**config.mk**
```make
export PLATFORM = sky130hd
export DESIGN_NAME = ballot_lockout
export DESIGN_NICKNAME = d
export VERILOG_FILES = /design/src/rtl/ballot_pkg.sv /design/src/rtl/voter_lock.sv /design/src/rtl/status_stage.sv /design/src/rtl/tally_accum.sv /design/src/rtl/ballot_lockout.sv
export SDC_FILE = /design/constraint.sdc
export NUM_CORES = 1
export LEC_CHECK = 0
export BUFFER_PORTS_ARGS = -buffer_cell sky130_fd_sc_hd__buf_2
export CAP_MARGIN = 15
export CORE_AREA = 5 5 172 174
export DETAILED_ROUTE_END_ITERATION = 8
export DIE_AREA = 0 0 177 179
export PLACE_DENSITY_LB_ADDON = 0.08
export SLEW_MARGIN = 20
export SYNTH_ARGS = -nofsm -noshare
export SYNTH_HDL_FRONTEND = slang
export SYNTH_HIERARCHICAL = 1
export SYNTH_SLANG_ARGS = --single-unit
```
**constraint.sdc**
```tcl
create_clock -name clk -period 14.9 [get_ports clk]
set_input_delay 1.49 -clock clk [delete_from_list [all_inputs] [get_ports clk]]
set_output_delay 1.49 -clock clk [all_outputs]
set_load 0.05 [all_outputs]
```
**src/rtl/ballot_pkg.sv**
```systemverilog
package ballot_pkg;
  function automatic int unsigned width_for(input int unsigned maxval);
    int unsigned w;
    w = 1;
    while ((1 << w) <= maxval) w++;
    return w;
  endfunction
endpackage

```
**src/rtl/voter_lock.sv**
```systemverilog
module voter_lock (
  input  logic clk,
  input  logic clr,
  input  logic stb,
  output logic accept,
  output logic flag
);
  assign accept = stb & ~flag & ~clr;

  always_ff @(posedge clk) begin
    if (clr)         flag <= 1'b0;
    else if (accept) flag <= 1'b1;
  end

  assert_flag_clear_R1: assert property (@(posedge clk) clr |=> !flag);
  assert_flag_set_R2: assert property (@(posedge clk) disable iff (clr) stb |=> flag);
  assert_flag_sticky_R4: assert property (@(posedge clk) disable iff (clr) flag |=> flag);
endmodule

```
**src/rtl/status_stage.sv**
```systemverilog
module status_stage #(
  parameter int unsigned N = 20
) (
  input  logic         clk,
  input  logic         clr,
  input  logic [N-1:0] flags,
  output logic [N-1:0] status
);
  always_ff @(posedge clk) begin
    if (clr) status <= '0;
    else     status <= flags;
  end

  assert_status_lag_R5: assert property (@(posedge clk) disable iff (clr)
    !$past(clr) |-> status == $past(flags));
  assert_status_cleared_R1: assert property (@(posedge clk) clr |=> status == '0);
endmodule

```
**src/rtl/tally_accum.sv**
```systemverilog
module tally_accum #(
  parameter int unsigned N       = 20,
  parameter int unsigned SEL_W   = 2,
  parameter int unsigned TALLY_W = 5,
  parameter int unsigned CAND    = 0
) (
  input  logic               clk,
  input  logic               clr,
  input  logic [N-1:0]       accept,
  input  logic [N*SEL_W-1:0] sel,
  output logic [TALLY_W-1:0] count
);
  logic [TALLY_W-1:0] hits;

  always_comb begin
    hits = '0;
    for (int i = 0; i < N; i++) begin
      if (accept[i] && sel[i*SEL_W +: SEL_W] == SEL_W'(CAND))
        hits = hits + TALLY_W'(1);
    end
  end

  always_ff @(posedge clk) begin
    if (clr) count <= '0;
    else     count <= count + hits;
  end

  assert_tally_monotone_R3: assert property (@(posedge clk) disable iff (clr)
    !$past(clr) |-> count >= $past(count));
  assert_no_overflow_R9: assert property (@(posedge clk) disable iff (clr)
    !$past(clr) |-> count <= TALLY_W'(N));
endmodule

```
**src/rtl/ballot_lockout.sv**
```systemverilog
module ballot_lockout
  import ballot_pkg::*;
#(
  parameter int unsigned NUM_VOTERS = 20,
  parameter int unsigned NUM_CANDS  = 4,
  parameter int unsigned SEL_W      = (NUM_CANDS > 1) ? $clog2(NUM_CANDS) : 1,
  parameter int unsigned TALLY_W    = width_for(NUM_VOTERS)
) (
  input  logic                          clk,
  input  logic                          clr,
  input  logic [NUM_VOTERS-1:0]         ballot_stb,
  input  logic [NUM_VOTERS*SEL_W-1:0]   ballot_sel,
  output logic [NUM_VOTERS-1:0]         voted_flag,
  output logic [NUM_VOTERS-1:0]         voted_status,
  output logic [NUM_CANDS*TALLY_W-1:0]  tally
);
  localparam int unsigned SUM_W = TALLY_W + $clog2(NUM_CANDS + 1);

  logic [NUM_VOTERS-1:0] accept;

  for (genvar v = 0; v < NUM_VOTERS; v++) begin : g_voter
    voter_lock u_lock (
      .clk    (clk),
      .clr    (clr),
      .stb    (ballot_stb[v]),
      .accept (accept[v]),
      .flag   (voted_flag[v])
    );
  end

  status_stage #(.N(NUM_VOTERS)) u_status (
    .clk    (clk),
    .clr    (clr),
    .flags  (voted_flag),
    .status (voted_status)
  );

  for (genvar c = 0; c < NUM_CANDS; c++) begin : g_cand
    tally_accum #(
      .N       (NUM_VOTERS),
      .SEL_W   (SEL_W),
      .TALLY_W (TALLY_W),
      .CAND    (c)
    ) u_tally (
      .clk    (clk),
      .clr    (clr),
      .accept (accept),
      .sel    (ballot_sel),
      .count  (tally[c*TALLY_W +: TALLY_W])
    );
  end

  logic [SUM_W-1:0] tally_sum;
  always_comb begin
    tally_sum = '0;
    for (int c = 0; c < NUM_CANDS; c++)
      tally_sum = tally_sum + SUM_W'(tally[c*TALLY_W +: TALLY_W]);
  end

  assert_sum_matches_flags_R9: assert property (@(posedge clk) disable iff (clr)
    !$past(clr) |-> tally_sum == SUM_W'($countones(voted_flag)));
  assert_clear_blocks_R8: assert property (@(posedge clk)
    clr |=> voted_flag == '0 && tally_sum == '0);
endmodule

```
== After elaboration in Yosys (flattened, before gate mapping) ==
Cells that the tools add are included.
Operators by class
  add/sub/neg operators: 80
  $mul: 0
  div/mod/pow operators: 0
  order comparisons: 0
  equal/unequal tests: 60
  shift-type cells: 0
  mux-type cells: 80
  bitwise operators: 61
  reduce and logical (&&, ||, !) cells: 100
Operator list (number)
  5-bit two-way mux: 76
  5-bit by 1-bit adder with 5-bit output, second input constant: 72
  2-bit equality test, second input constant: 40
  1-bit logical AND: 80
  1-bit AND: 40
  2-bit by 1-bit equality test with 1-bit output, second input constant: 20
  2-bit zero test: 20
  1-bit inverter: 21
  5-bit adder: 4
  1-bit by 1-bit adder with 2-bit output, second input constant: 4
  1-bit two-way mux: 4
Storage, ports and cells
  flip-flop bits (word level): 60
  latch bits: 0
  bits in writable memories: 0
  ROM bits: 0
  input port bits: 62
  output and inout bits: 60
  word-level logic and storage cells: 406
  memories kept: 0

== Logic depth before layout (Yosys ltp) ==
Gate-level depths: netlist of run 1.
  word-level depth: 44
  depth in mapped cells: 70
  gate-level depth less buffers: 70

== Cells and area by module ==
Netlist of run 1, hierarchy kept.
By module, submodules not included
  tally_accum (g_cand[1].u_tally ...): times used 2, cells each 372, area each 2909.0 µm², seq. area each 100.1 µm²
  tally_accum (g_cand[0].u_tally): times used 1, cells each 317, area each 2578.7 µm², seq. area each 100.1 µm²
  tally_accum (g_cand[3].u_tally): times used 1, cells each 308, area each 2518.7 µm², seq. area each 100.1 µm²
  voter_lock: times used 20, cells each 3, area each 42.5 µm², seq. area each 20.0 µm²
  status_stage: times used 1, cells each 42, area each 618.1 µm², seq. area each 400.4 µm²

== Least setup slack after synthesis of run 1 ==
OpenSTA, ideal clock, no wires.
  kind: input to register
  from: input clr
  to: register g_cand[0].u_tally.count[4]
  library setup time: 121 ps
  data arrival time: 13899 ps
  data required time: 14779 ps
  path slack: 880 ps
  stages on the path: 67
  path buffers: 0
  cells stage by stage: nor3b_2 > or4bb_1 > o21a_1 > ha_1 > nand2_1 > nand2_1 > ha_1 > nor2_1 > a31oi_1 > ha_1 > or4b_2 > o31ai_1 > a21oi_1 > ha_1 > and2_1 > or2_2 > ha_1 > nor2_1 > [... 31 more ...] > nor2_1 > a21oi_1 > ha_1 > mux2_2 > ha_1 > nand2_1 > xnor2_1 > xnor2_1 > ha_1 > a21o_1 > a21oi_1 > xnor2_1 > xnor2_1 > xnor2_1 > xnor2_1 > xnor3_1 > xnor2_1 > mux2_2
Between the ends
  word-level cells in the longest chain between the ends: 43
  elaborated cells on any way between the ends: 81
  those cells by class: add/sub: 20; mux: 20; bitwise: 21; reduce/logical: 20
RTL lines
  from (decl): RTL line ballot_lockout.sv:10  | input logic clr,
  1-bit inverter: RTL line voter_lock.sv:8  | assign accept = stb & ~flag & ~clr;
  1-bit AND: RTL line voter_lock.sv:8
  1-bit logical AND: RTL line tally_accum.sv:18  | if (accept[i] && sel[i*SEL_W +: SEL_W] == SEL_W'(CAND))
  1-bit two-way mux: RTL line tally_accum.sv:18
  1-bit by 1-bit adder with 2-bit output: RTL line tally_accum.sv:19  | hits = hits + TALLY_W'(1);
  5-bit two-way mux: RTL line tally_accum.sv:18
  5-bit by 1-bit adder with 5-bit output: RTL line tally_accum.sv:19
  5-bit two-way mux: RTL line tally_accum.sv:18
  [... 27 more ...]
  5-bit two-way mux: RTL line tally_accum.sv:18
  5-bit by 1-bit adder with 5-bit output: RTL line tally_accum.sv:19
  5-bit two-way mux: RTL line tally_accum.sv:18
  5-bit by 1-bit adder with 5-bit output: RTL line tally_accum.sv:19
  5-bit two-way mux: RTL line tally_accum.sv:18
  5-bit by 1-bit adder with 5-bit output: RTL line tally_accum.sv:19
  5-bit two-way mux: RTL line tally_accum.sv:18
  5-bit adder: RTL line tally_accum.sv:25  | else count <= count + hits;
  to (signal assigned): RTL line tally_accum.sv:25
  to (decl): RTL line tally_accum.sv:11  | output logic [TALLY_W-1:0] count
Parallel ways exist; a longest one is shown, timed or not.
A chain may end at the register's enable or synchronous reset.

== Worst setup path after layout of run 1 ==
  from: input ballot_stb[0]
  to: register g_cand[0].u_tally.count[4]
Between the ends
  word-level cells in the longest chain between the ends: 43
RTL lines
  from (decl): RTL line ballot_lockout.sv:11  | input logic [NUM_VOTERS-1:0] ballot_stb,
  1-bit AND * (2 in a row): RTL line voter_lock.sv:8
  named net accept[0]: RTL line ballot_lockout.sv:19  | logic [NUM_VOTERS-1:0] accept;
  1-bit logical AND *: RTL line tally_accum.sv:18
  1-bit two-way mux *: RTL line tally_accum.sv:18
  1-bit by 1-bit adder with 2-bit output: RTL line tally_accum.sv:19
  5-bit two-way mux *: RTL line tally_accum.sv:18
  5-bit by 1-bit adder with 5-bit output: RTL line tally_accum.sv:19
  5-bit two-way mux *: RTL line tally_accum.sv:18
  [... 27 more ...]
  5-bit two-way mux *: RTL line tally_accum.sv:18
  5-bit by 1-bit adder with 5-bit output: RTL line tally_accum.sv:19
  5-bit two-way mux *: RTL line tally_accum.sv:18
  5-bit by 1-bit adder with 5-bit output: RTL line tally_accum.sv:19
  5-bit two-way mux *: RTL line tally_accum.sv:18
  5-bit by 1-bit adder with 5-bit output: RTL line tally_accum.sv:19
  5-bit two-way mux *: RTL line tally_accum.sv:18
  5-bit adder *: RTL line tally_accum.sv:25
Mark *: on every way through the listed nets, which the timed path passes. The rest lies on a longest branch.

==> results of run 1 <==
worst max path at each step:
stage,start,to
2_1_floorplan,clr,g_cand[0].u_tally/count[4]
3_3_place_gp,clr,g_cand[0].u_tally/count[4]
3_5_place_dp,clr,g_cand[0].u_tally/count[4]
4_1_cts,clr,g_cand[0].u_tally/count[4]
5_1_grt,ballot_stb[0],g_cand[0].u_tally/count[4]
6_report,ballot_stb[0],g_cand[0].u_tally/count[4]
power breakdown:
part | switching, mW | internal [mW] | total [mW] | leakage (nW)
Combinational | 0.333 | 0.219 | 0.552 | 5.35
Sequential | 0.0137 | 0.183 | 0.197 | 0.497
Clock | 0.0987 | 0.131 | 0.230 | 0.150
layout make-up:
class                      instances  area (sq um)
tap                              378           473
sequential                        60          1200
multi-input combinational       1305         10900
clock inverter                     7          75.1
clock buffer                       9           225
antenna                            5          12.5
inverter                          74           278
fill                            2763         13700
timing repair buffer             137           744
cells in the mapped netlist (17+ instances only):
cell,n
or2_2,20
a31oi_1,24
nand3_1,46
inv_1,66
and3_1,18
xnor2_2,21
nand2_1,138
nand3b_1,29
xnor2_1,137
o21ai_0,43
and2_1,19
nor2_1,125
dfxtp_1,60
nor3_1,28
mux2i_1,23
nand4b_1,17
ha_1,94
nor3b_2,22
o21ba_1,20
a21oi_1,53
xor2_1,72
nor3b_1,23
flip-flops by register name, summed over array words and instances (netlist names):
signal	count
g_voter.u_lock/flag	20
g_cand.u_tally/count	20
u_status/status	20
worst reg2reg max path: cells and delay by family, from the launching register on:
family	cells	cell delay (ns)
AND/OR/NAND/NOR	20	2.84
adder cells (fa/ha/maj)	19	5.32
AO/OA/AOI/OAI	15	1.98
multiplexers	5	1.23
XOR/XNOR	6	1.04
flip-flops	1	0.39
buffers and inverters	5	0.35
cell usage in the layout (no fill, tap or decap), types with 16 or more instances in the layout:
| master | n |
|---|---|
| nand3_1 | 46 |
| o21ba_1 | 20 |
| mux2i_1 | 20 |
| nand3b_1 | 29 |
| nor3_1 | 28 |
| a31oi_1 | 24 |
| nand4b_1 | 17 |
| xnor2_2 | 23 |
| dfxtp_1 | 60 |
| ha_1 | 88 |
| and2_1 | 19 |
| nand2_1 | 135 |
| or2_2 | 20 |
| inv_1 | 66 |
| o21ai_0 | 41 |
| and3_1 | 18 |
| buf_2 | 120 |
| nor2b_2 | 16 |
| a21oi_1 | 51 |
| xor2_1 | 72 |
| xnor2_1 | 135 |
| nor3b_1 | 23 |
| nor2_1 | 123 |
| nor3b_2 | 21 |
| nand4_1 | 16 |
cell families (layout without fill, tap and decap cells):
kind of cell	count (synthesis)	in the layout	synth area share
muxes	34	34	0.0286
and+or+nand+nor	611	611	0.290
adders and majority gates	102	102	0.105
other	0	5	0
xor gates and xnor gates	283	283	0.280
AOI/OAI and AO/OA	275	275	0.164
buffers and inverters	106	227	0.0364
DFF	60	60	0.0970
stage by stage:
stage	instance area [sq um]	std cells	setup WS, ns	hold WS, ns
6_report	13900	1975	0.713	0.500
4_1_cts	13700	1964	0.173	0.504
5_1_grt	13900	1974	-0.0700	0.521
3_5_place_dp	13400	1948	-0.108	0.494
2_1_floorplan	12400	1471	0.880	0.736
3_3_place_gp	13400	1948	0.227	0.494
timing repair:
action,4_1_cts,5_1_grt
buffers inserted,0,6
resized for setup,0,28
setup endpoints to repair,0,4
metal layers:
layer	wire length (um)	track usage	share of wire
met4	313	0.0364	0.010
met3	905	0.0205	0.030
met5	0	0	0
met2	13800	0.303	0.45
met1	15600	0.275	0.51
==> impl_metrics.csv, run 1 <==
group,metric,value,unit
run_status,outcome,"finished clean",
setup_path,cp.depth,71,
synthesis,synth_async_sr_flop_share,0,
min_path,holdPathStages,1,
sta,slew_headroom,0.319,
finish,postLayoutCoreUtil,0.503,
setup_path,worst_setup_path_start_kind,"input port",
min_path,min_path_type,"reg -> reg",
finish,area_growth,12.2,%
setup_path,slowest_stage,"or4b_2",
setup_path,crit_type,"in -> reg",
die,die_area,31700,sq um
global_route,grt_max_degree,72,
synthesis,yosysTopAreaCell,"dfxtp_1",
cts,tritoncts,"yes",
flow_run,max-cap-violations,0,
synthesis,netlist.area_leader.share,0.0970,
drt,wl,30.6,mm
global_route,grt_use_total,0.189,
drt,drtPass1Iterations,6,
setup_path,cp.arrival,14.42,ns
sta,final.min_clock_period,14.19,ns
sta,hold_violations,0,
placed_design,portBuffers,121,
synthesis,synth_warnings,6,
synthesis,ys_seq_elements,60,
synthesis,syn-num-nets,1631,
die,start_util,0.448,
setup_path,r2r_end,"g_cand[0].u_tally/count[4]",
drt,wire_per_inst,15.5,um
synthesis,synth_flop_cell,"dfxtp_1",
power_and_ir_drop,powerDensity,70.5,nW/um^2
setup_path,critPathMaxStageDelay,0.68,ns
placed_design,place_congestion,0.882,
synthesis,yosysUniqueCellTypes,109,
synthesis,synthCells,1471,
drt,drc,0,
setup_path,reg2reg_depth,70,
sta,min_period_over_period,0.952,
global_route,overflow,0,
setup_path,cp_num_buf_inv,6,
die,die_h,179,um
cts,cts_root_buf,"clkbuf_16",
synthesis,ys_seq_area_frac,0.0970,
cts,clk_pin_slew,0.07,ns
finish,drive_gt1_frac,0.229,
setup_path,end_kind,"flop",
synthesis,avgSynthCellArea,8.42,sq um
setup_path,rr_startpoint,"g_voter[0].u_lock/flag",
sta,max_clock_freq,70.5,MHz
setup_path,crit_top_cell,"ha_1",
cts,clock_sinks,60,
cts,cts_hold_buf,0,
setup_path,r2r_slack,1.64,ns
synthesis,syn_area,12400,sq um
drt,drt_iter0_markers,580,
sta,tightest_slew,1.02,ns
global_route,grt_pass1_vias,10110,
die,core,27600,sq um
setup_path,path_max_fanout,4,
setup_path,worstPathRequired,15.14,ns
min_path,hold_end,"u_status/status[17]",
cts,ctsHtreeMaxLevel,3,
die,std_cell_rows,61,
synthesis,synth_edf_count,0,
cts,cts-buffers-inserted,9,
global_route,antenna_found_initial,4,
placed_design,hpwl,24.6,mm
drt,drt-vias-per-instance,5.42,
power_and_ir_drop,peakVddDrop,56.7,uV
sta,drv_slew,0,
drt,ant_nets,0,
global_route,grt_pass1_wl,49.6,mm
power_and_ir_drop,power,979,uW
synthesis,ys_top_cells_by_area,"dfxtp_1 9.7%, xnor2_1 9.7%, ha_1 9.5%",
finish,final_nets,1747,
die,die_x,177,um
cts,cts_buffer_depth,2,
sta,finalSetupViolCount,0,
die,io_pins,122,
sta,fin_tns_setup,0,ns
power_and_ir_drop,power_leakage,6.00,nW
min_path,worstHoldStart,"g_voter[17].u_lock/flag",
sta,timing.clock.skew,0.0183,ns
setup_path,cp_top_family,"adder cells",
cts,worst_skew_pair.late_latency,0.35,ns
drt,vias,10710,
Note: power is estimated with default switching activity, not from simulation.
==> inputs of run 2 (changes only) <==
- ABC_AREA: unset -> 1
- CORE_AREA: 5 5 172 174 -> 5 5 177 179
- DIE_AREA: 0 0 177 179 -> 0 0 182 184
- SYNTH_HIERARCHICAL: 1 -> unset
==> run 2 against run 1 <==
  * Area after synthesis is 5.8% higher
  * Setup slack gained 2.0 ns
  * Clock skew is 0.0057 ns lower
  * First-iteration DRC count increased by 23%
  * Die area is 5.7% higher
  * Global-route usage grew 0.58 points
  * Cell area grew 3.3%
  * Cell count rose by 54%
  * Hold slack worse by 0.043 ns
  * Sequential share of layout area is 0.27 points lower
  * Power shrank 12%
  * Clock-buffer cell count stayed put
==> impl_metrics.csv, run 2 <==
group,metric,value,unit
run_status,outcome,"finished clean",
cts,clk_pin_slew,0.06,ns
finish,multi_input_area,9600,sq um
setup_path,crit_type,"in -> reg",
cts,cts_root_buf,"clkbuf_16",
global_route,grt_max_degree,68,
sta,min_period_over_period,0.815,
die,start_util,0.446,
power_and_ir_drop,pwr-share-clk,0.266,
synthesis,synth_warnings,0,
setup_path,worst_setup_path_start_kind,"input port",
finish,final_nets,2804,
global_route,grt_use_total,0.194,
setup_path,crit_top_cell,"nand2_1",
cts,cts_buffer_depth,2,
setup_path,cp.arrival,12.38,ns
die,die_h,184,um
finish,drive_gt1_frac,0.118,
cts,cts_hold_buf,0,
power_and_ir_drop,pwr-share-comb,0.506,
die,die_area,33500,sq um
sta,rsz0062_at_grt,"no",
drt,ant_nets,0,
setup_path,r2r_slack,3.93,ns
synthesis,synth_commonest_cells,"873 x nand2_1, 545 x inv_1, 353 x nand3_1, 175 x nor2_1, 93 x ha_1",
placed_design,portBuffers,121,
finish,postLayoutCoreUtil,0.488,
power_and_ir_drop,seq_power_share,0.228,
global_route,grt_pass1_wl,56.4,mm
sta,drv_slew,0,
placed_design,place_congestion,0.859,
global_route,grt_pass1_vias,13140,
drt,drt_iter0_markers,711,
synthesis,avgSynthCellArea,5.16,sq um
synthesis,yosysTopAreaCell,"nand2_1",
power_and_ir_drop,power,860,uW
drt,drt-vias-per-instance,4.76,
drt,vias,14468,
sta,tightest_slew,0.927,ns
synthesis,ys_seq_elements,60,
cts,tritoncts,"yes",
sta,timing.clock.skew,0.0126,ns
synthesis,synth_flop_cell,"dfxtp_1",
finish,largestRegisters,"g_cand.u_tally.count x20, g_voter.u_lock.flag x20, u_status.status x20",
die,core,29400,sq um
finish,final_cell_mix,"873 x nand2_1, 545 x inv_1, 353 x nand3_1",
synthesis,syn-num-nets,2700,
drt,wl,32.3,mm
setup_path,path_max_fanout,14,
synthesis,synth.most_common_cell,"nand2_1",
cts,cts-buffers-inserted,9,
synthesis,yosysUniqueCellTypes,40,
drt,drc,0,
global_route,antenna_found_initial,2,
finish,regArea,1200,sq um
power_and_ir_drop,power_leakage,9.04,nW
synthesis,synth_async_sr_flop_share,0,
global_route,overflow,0,
min_path,min_path_type,"reg -> reg",
flow_run,max-cap-violations,0,
setup_path,slowest_stage,"fa_1",
setup_path,critPathMaxStageDelay,0.43,ns
finish,layout_commonest_cell,"nand2_1",
drt,wire_per_inst,10.6,um
power_and_ir_drop,peakVddDrop,46.5,uV
sta,slew_headroom,0.377,
power_and_ir_drop,swShare,0.466,
die,std_cell_rows,63,
sta,hold_violations,0,
cts,postCtsSetupRepairBufs,0,
drt,drtPass1Iterations,5,
synthesis,synthCells,2541,
finish,nFillCells,3209,
die,die_x,182,um
sta,fin_tns_setup,0,ns
power_and_ir_drop,powerDensity,60.0,nW/um^2
die,io_pins,122,
setup_path,end_kind,"flop",
cts,clock_sinks,60,
sta,final.min_clock_period,12.14,ns
power_and_ir_drop,p_sw,401,uW
sta,finalSetupViolCount,0,
power_and_ir_drop,internal_power,460,uW
placed_design,hpwl,28.3,mm
synthesis,syn_area,13100,sq um
synthesis,synth_edf_count,0,
synthesis,netlist.area_leader.share,0.250,
synthesis,ys_top_cells_by_area,"nand2_1 25%, inv_1 16%, nand3_1 13%",
cts,worst_skew_pair.late_latency,0.35,ns
setup_path,worstPathRequired,15.14,ns
finish,area_growth,9.46,%
synthesis,ys_seq_area_frac,0.0916,
cts,ctsHtreeMaxLevel,3,
cts,cts_resized,0,
sta,max_clock_freq,82.4,MHz
-- run 2: stage by stage --
step / worst slack, ns / instances / cell area (sq um) / hold slack (ns)
after CTS: 2.78 / 3040 / 14300 / 0.454
after detailed placement: 2.42 / 3024 / 14000 / 0.450
after floorplan: 3.51 / 2541 / 13100 / 0.438
after global placement: 2.72 / 3024 / 14000 / 0.448
after global routing: 1.73 / 3041 / 14300 / 0.471
final: 2.76 / 3041 / 14300 / 0.457
-- run 2: cell type report --
class	count	area share
flip-flops and latches	60	0.0837
multi-input cells	1888	0.669
repair buffers	122	0.0427
clock buffers	9	0.0157
clock inverters	7	0.00706
inverters	564	0.148
well taps	390	0.0340
diodes	1	0.000174
-- run 2: worst max-delay path, delay by kind of cell --
| kind | cells | cell delay [ns] |
|---|---|---|
| and+or+nand+nor | 41 | 4.38 |
| adders and majority gates | 19 | 5.46 |
| buffers and inverters | 5 | 0.49 |
| AOI/OAI and AO/OA | 4 | 0.52 |
-- run 2: path summary, 6_finish.rpt --
check,start,to,cells after the start
worst max register to register,g_voter[0].u_lock.flag,g_cand[0].u_tally.count[4],68
worst min register to register,g_voter[9].u_lock.flag,u_status.status[9],2
worst max-delay path,clr,g_cand[0].u_tally.count[4],69
worst min-delay path,g_voter[9].u_lock.flag,u_status.status[9],2
-- run 2: cells by family after synthesis --
kind of cell | count (synthesis) | synth area share
compound gates | 80 | 0.0327
xor+xnor | 16 | 0.0107
fa+ha+maj | 97 | 0.0949
buf+inv | 593 | 0.176
flops | 60 | 0.0916
simple gates | 1695 | 0.594
-- run 2: power by group through the flow --
| stage | sequential, mW | combinational, mW | clock [mW] |
|---|---|---|---|
| 3_5_place_dp | 0.200 | 0.436 | 0 |
| 3_3_place_gp | 0.199 | 0.426 | 0 |
| 4_1_cts | 0.197 | 0.438 | 0.237 |
| 2_1_floorplan | 0.257 | 0.289 | 0 |
| 6_report | 0.196 | 0.436 | 0.229 |
| 5_1_grt | 0.200 | 0.503 | 0.242 |
-- run 2: layer usage --
layer | wire [um] | vias up | track usage | share of wire
met5 | 13 | - | 0 | 0.00040
met4 | 579 | 2 | 0.0495 | 0.018
met3 | 1240 | 34 | 0.0200 | 0.038
met2 | 13800 | 193 | 0.326 | 0.43
met1 | 16700 | 6222 | 0.268 | 0.52
li1 | - | 8017 | - | -
==> inputs of run 3 (changes only) <==
- clock period: 14.9 -> 12.7 ns (I/O delays scaled with it)
==> run 3 against run 2 <==
  * Die area stayed put
  * Power up 18%
  * Critical path type unchanged
  * First-iteration DRC count increased by 0.98%
  * Global-route usage decreased by 0.11 points
  * Utilization is 0.17 points higher
  * Sequential cell count unchanged
  * Register-to-register slack got worse by 2.1 ns
  * Cell area increased by 0.34%
  * Hold slack improved by 0.0023 ns
  * Via count shrank 0.46%
==> impl_metrics.csv, run 3 (synthesized netlist as in run 2, its figures left out) <==
group,metric,value,unit
global_route,grt_max_degree,68,
drt,drt_iter0_markers,718,
sta,tightest_slew,1.03,ns
min_path,holdPathStages,2,
setup_path,slowest_stage,"fa_1",
min_path,hold_end,"u_status.status[19]",
setup_path,reg2reg_depth,68,
power_and_ir_drop,internal_power,549,uW
drt,wl,32.5,mm
setup_path,path_max_fanout,14,
power_and_ir_drop,seq_power_share,0.226,
sta,fin_tns_setup,0,ns
finish,final_nets,2804,
cts,tritoncts,"yes",
placed_design,portBuffers,121,
setup_path,r2r_slack,1.84,ns
cts,clock_sinks,60,
power_and_ir_drop,swShare,0.460,
global_route,antenna_found_initial,2,
setup_path,critPathMaxStageDelay,0.43,ns
finish,final_cell_mix,"873 x nand2_1, 545 x inv_1, 351 x nand3_1",
die,io_pins,122,
finish,largestRegisters,"g_cand.u_tally.count x20, g_voter.u_lock.flag x20, u_status.status x20",
cts,ctsHtreeMaxLevel,3,
power_and_ir_drop,pwr-share-clk,0.269,
setup_path,crit_type,"in -> reg",
finish,drive_gt1_frac,0.120,
finish,nFillCells,3216,
setup_path,worstPathRequired,12.94,ns
setup_path,startpoint,"clr",
die,core,29400,sq um
placed_design,hpwl,28.5,mm
cts,worst_skew_pair.late_latency,0.35,ns
power_and_ir_drop,power_leakage,9.05,nW
global_route,overflow,0,
global_route,grt_use_total,0.193,
finish,multi_input_area,9630,sq um
finish,area_growth,9.83,%
power_and_ir_drop,p_sw,467,uW
setup_path,r2r_end,"g_cand[0].u_tally.count[4]",
die,die_h,184,um
drt,ant_nets,0,
cts,clk_pin_slew,0.06,ns
power_and_ir_drop,peakVddDrop,54.6,uV
cts,cts_buffer_depth,2,
sta,hold_slack,0.459,ns
drt,drt-vias-per-instance,4.73,
drt,wire_per_inst,10.7,um
setup_path,end_kind,"flop",
sta,max_clock_freq,85.7,MHz
sta,final.min_clock_period,11.67,ns
placed_design,place_congestion,0.883,
die,die_x,182,um
sta,min_period_over_period,0.919,
setup_path,crit_top_cell,"nand2_1",
cts,cts_root_buf,"clkbuf_16",
sta,rsz0062_at_grt,"no",
cts,postCtsSetupRepairBufs,0,
sta,drv_slew,0,
run_status,outcome,"finished clean",
die,start_util,0.446,
power_and_ir_drop,powerDensity,70.6,nW/um^2
die,std_cell_rows,63,
power_and_ir_drop,pwr-share-comb,0.504,
setup_path,worst_setup_path_start_kind,"input port",
global_route,grt_pass1_wl,56.1,mm
sta,timing.clock.skew,0.0116,ns
drt,vias,14402,
flow_run,max-cap-violations,0,
sta,hold_violations,0,
setup_path,cp.arrival,11.91,ns
global_route,grt_pass1_vias,13066,
setup_path,rr_startpoint,"g_voter[1].u_lock.flag",
finish,regArea,1200,sq um
sta,slew_headroom,0.311,
finish,layout_commonest_cell,"nand2_1",
min_path,min_path_type,"reg -> reg",
drt,drc,0,
sta,finalSetupViolCount,0,
die,die_area,33500,sq um
drt,drtPass1Iterations,5,
min_path,worstHoldStart,"g_voter[19].u_lock.flag",
cts,cts-buffers-inserted,9,
run 3: repair_timing:
action | 4_1_cts | 5_1_grt
setup endpoints to repair | 0 | 2
endpoints found under the hold margin | 0 | 0
hold buffers | 0 | 0
resized for setup | 0 | 7
run 3: stage by stage:
| stage | cells | util | total power [mW] | instance area, sq um | setup slack, ns |
|---|---|---|---|---|---|
| finish | 3042 | 0.490 | 1.02 | 14400 | 1.03 |
| global route | 3042 | 0.490 | 1.11 | 14400 | 0.00901 |
| CTS | 3040 | 0.488 | 1.03 | 14400 | 0.781 |
| detailed placement | 3024 | 0.477 | 0.747 | 14000 | 0.429 |
| global placement | 3024 | 0.477 | 0.734 | 14000 | 0.800 |
| floorplan | 2541 | - | 0.640 | 13100 | 1.53 |
run 3: cell type report:
class,count,share of cell area
Antenna cell,2,0.000348
Clock buffer,11,0.0176
Clock inverter,5,0.00582
Inverter,564,0.147
Multi-Input combinational cell,1888,0.669
Sequential cell,60,0.0834
Tap cell,390,0.0339
Timing Repair Buffer,122,0.0426
run 3: power groups by stage:
stage / logic (mW) / clock network [mW] / registers [mW]
floorplan: 0.339 / 0 / 0.301
global placement: 0.500 / 0 / 0.234
detailed placement: 0.512 / 0 / 0.235
CTS: 0.515 / 0.283 / 0.231
global route: 0.587 / 0.289 / 0.234
finish: 0.513 / 0.274 / 0.230
run 3: critical path, delay by kind of cell:
kind | cells | cell delay, ns
adders and majority gates | 19 | 5.47
buffers and inverters | 5 | 0.49
and+or+nand+nor | 41 | 4.14
AOI/OAI and AO/OA | 4 | 0.54
run 3: how the worst max path moves through the flow:
stage                                             to  slack, ns  depth (start not counted)
after floorplan           g_cand[0].u_tally.count[4]       1.53                         69
after global placement    g_cand[0].u_tally.count[4]       0.80                         69
after detailed placement  g_cand[0].u_tally.count[4]       0.43                         69
after CTS                 g_cand[0].u_tally.count[4]       0.78                         69
after global routing      g_cand[0].u_tally.count[4]      0.009                         69
final                     g_cand[0].u_tally.count[4]       1.03                         69
run 3: layer usage:
layer / track usage / vias up / part of all wire
met2: 0.324 / 161 / 0.42
met3: 0.0180 / 23 / 0.034
met1: 0.270 / 6200 / 0.53
li1: - / 8018 / -
met4: 0.0441 / 0 / 0.013
met5: 0 / - / 0
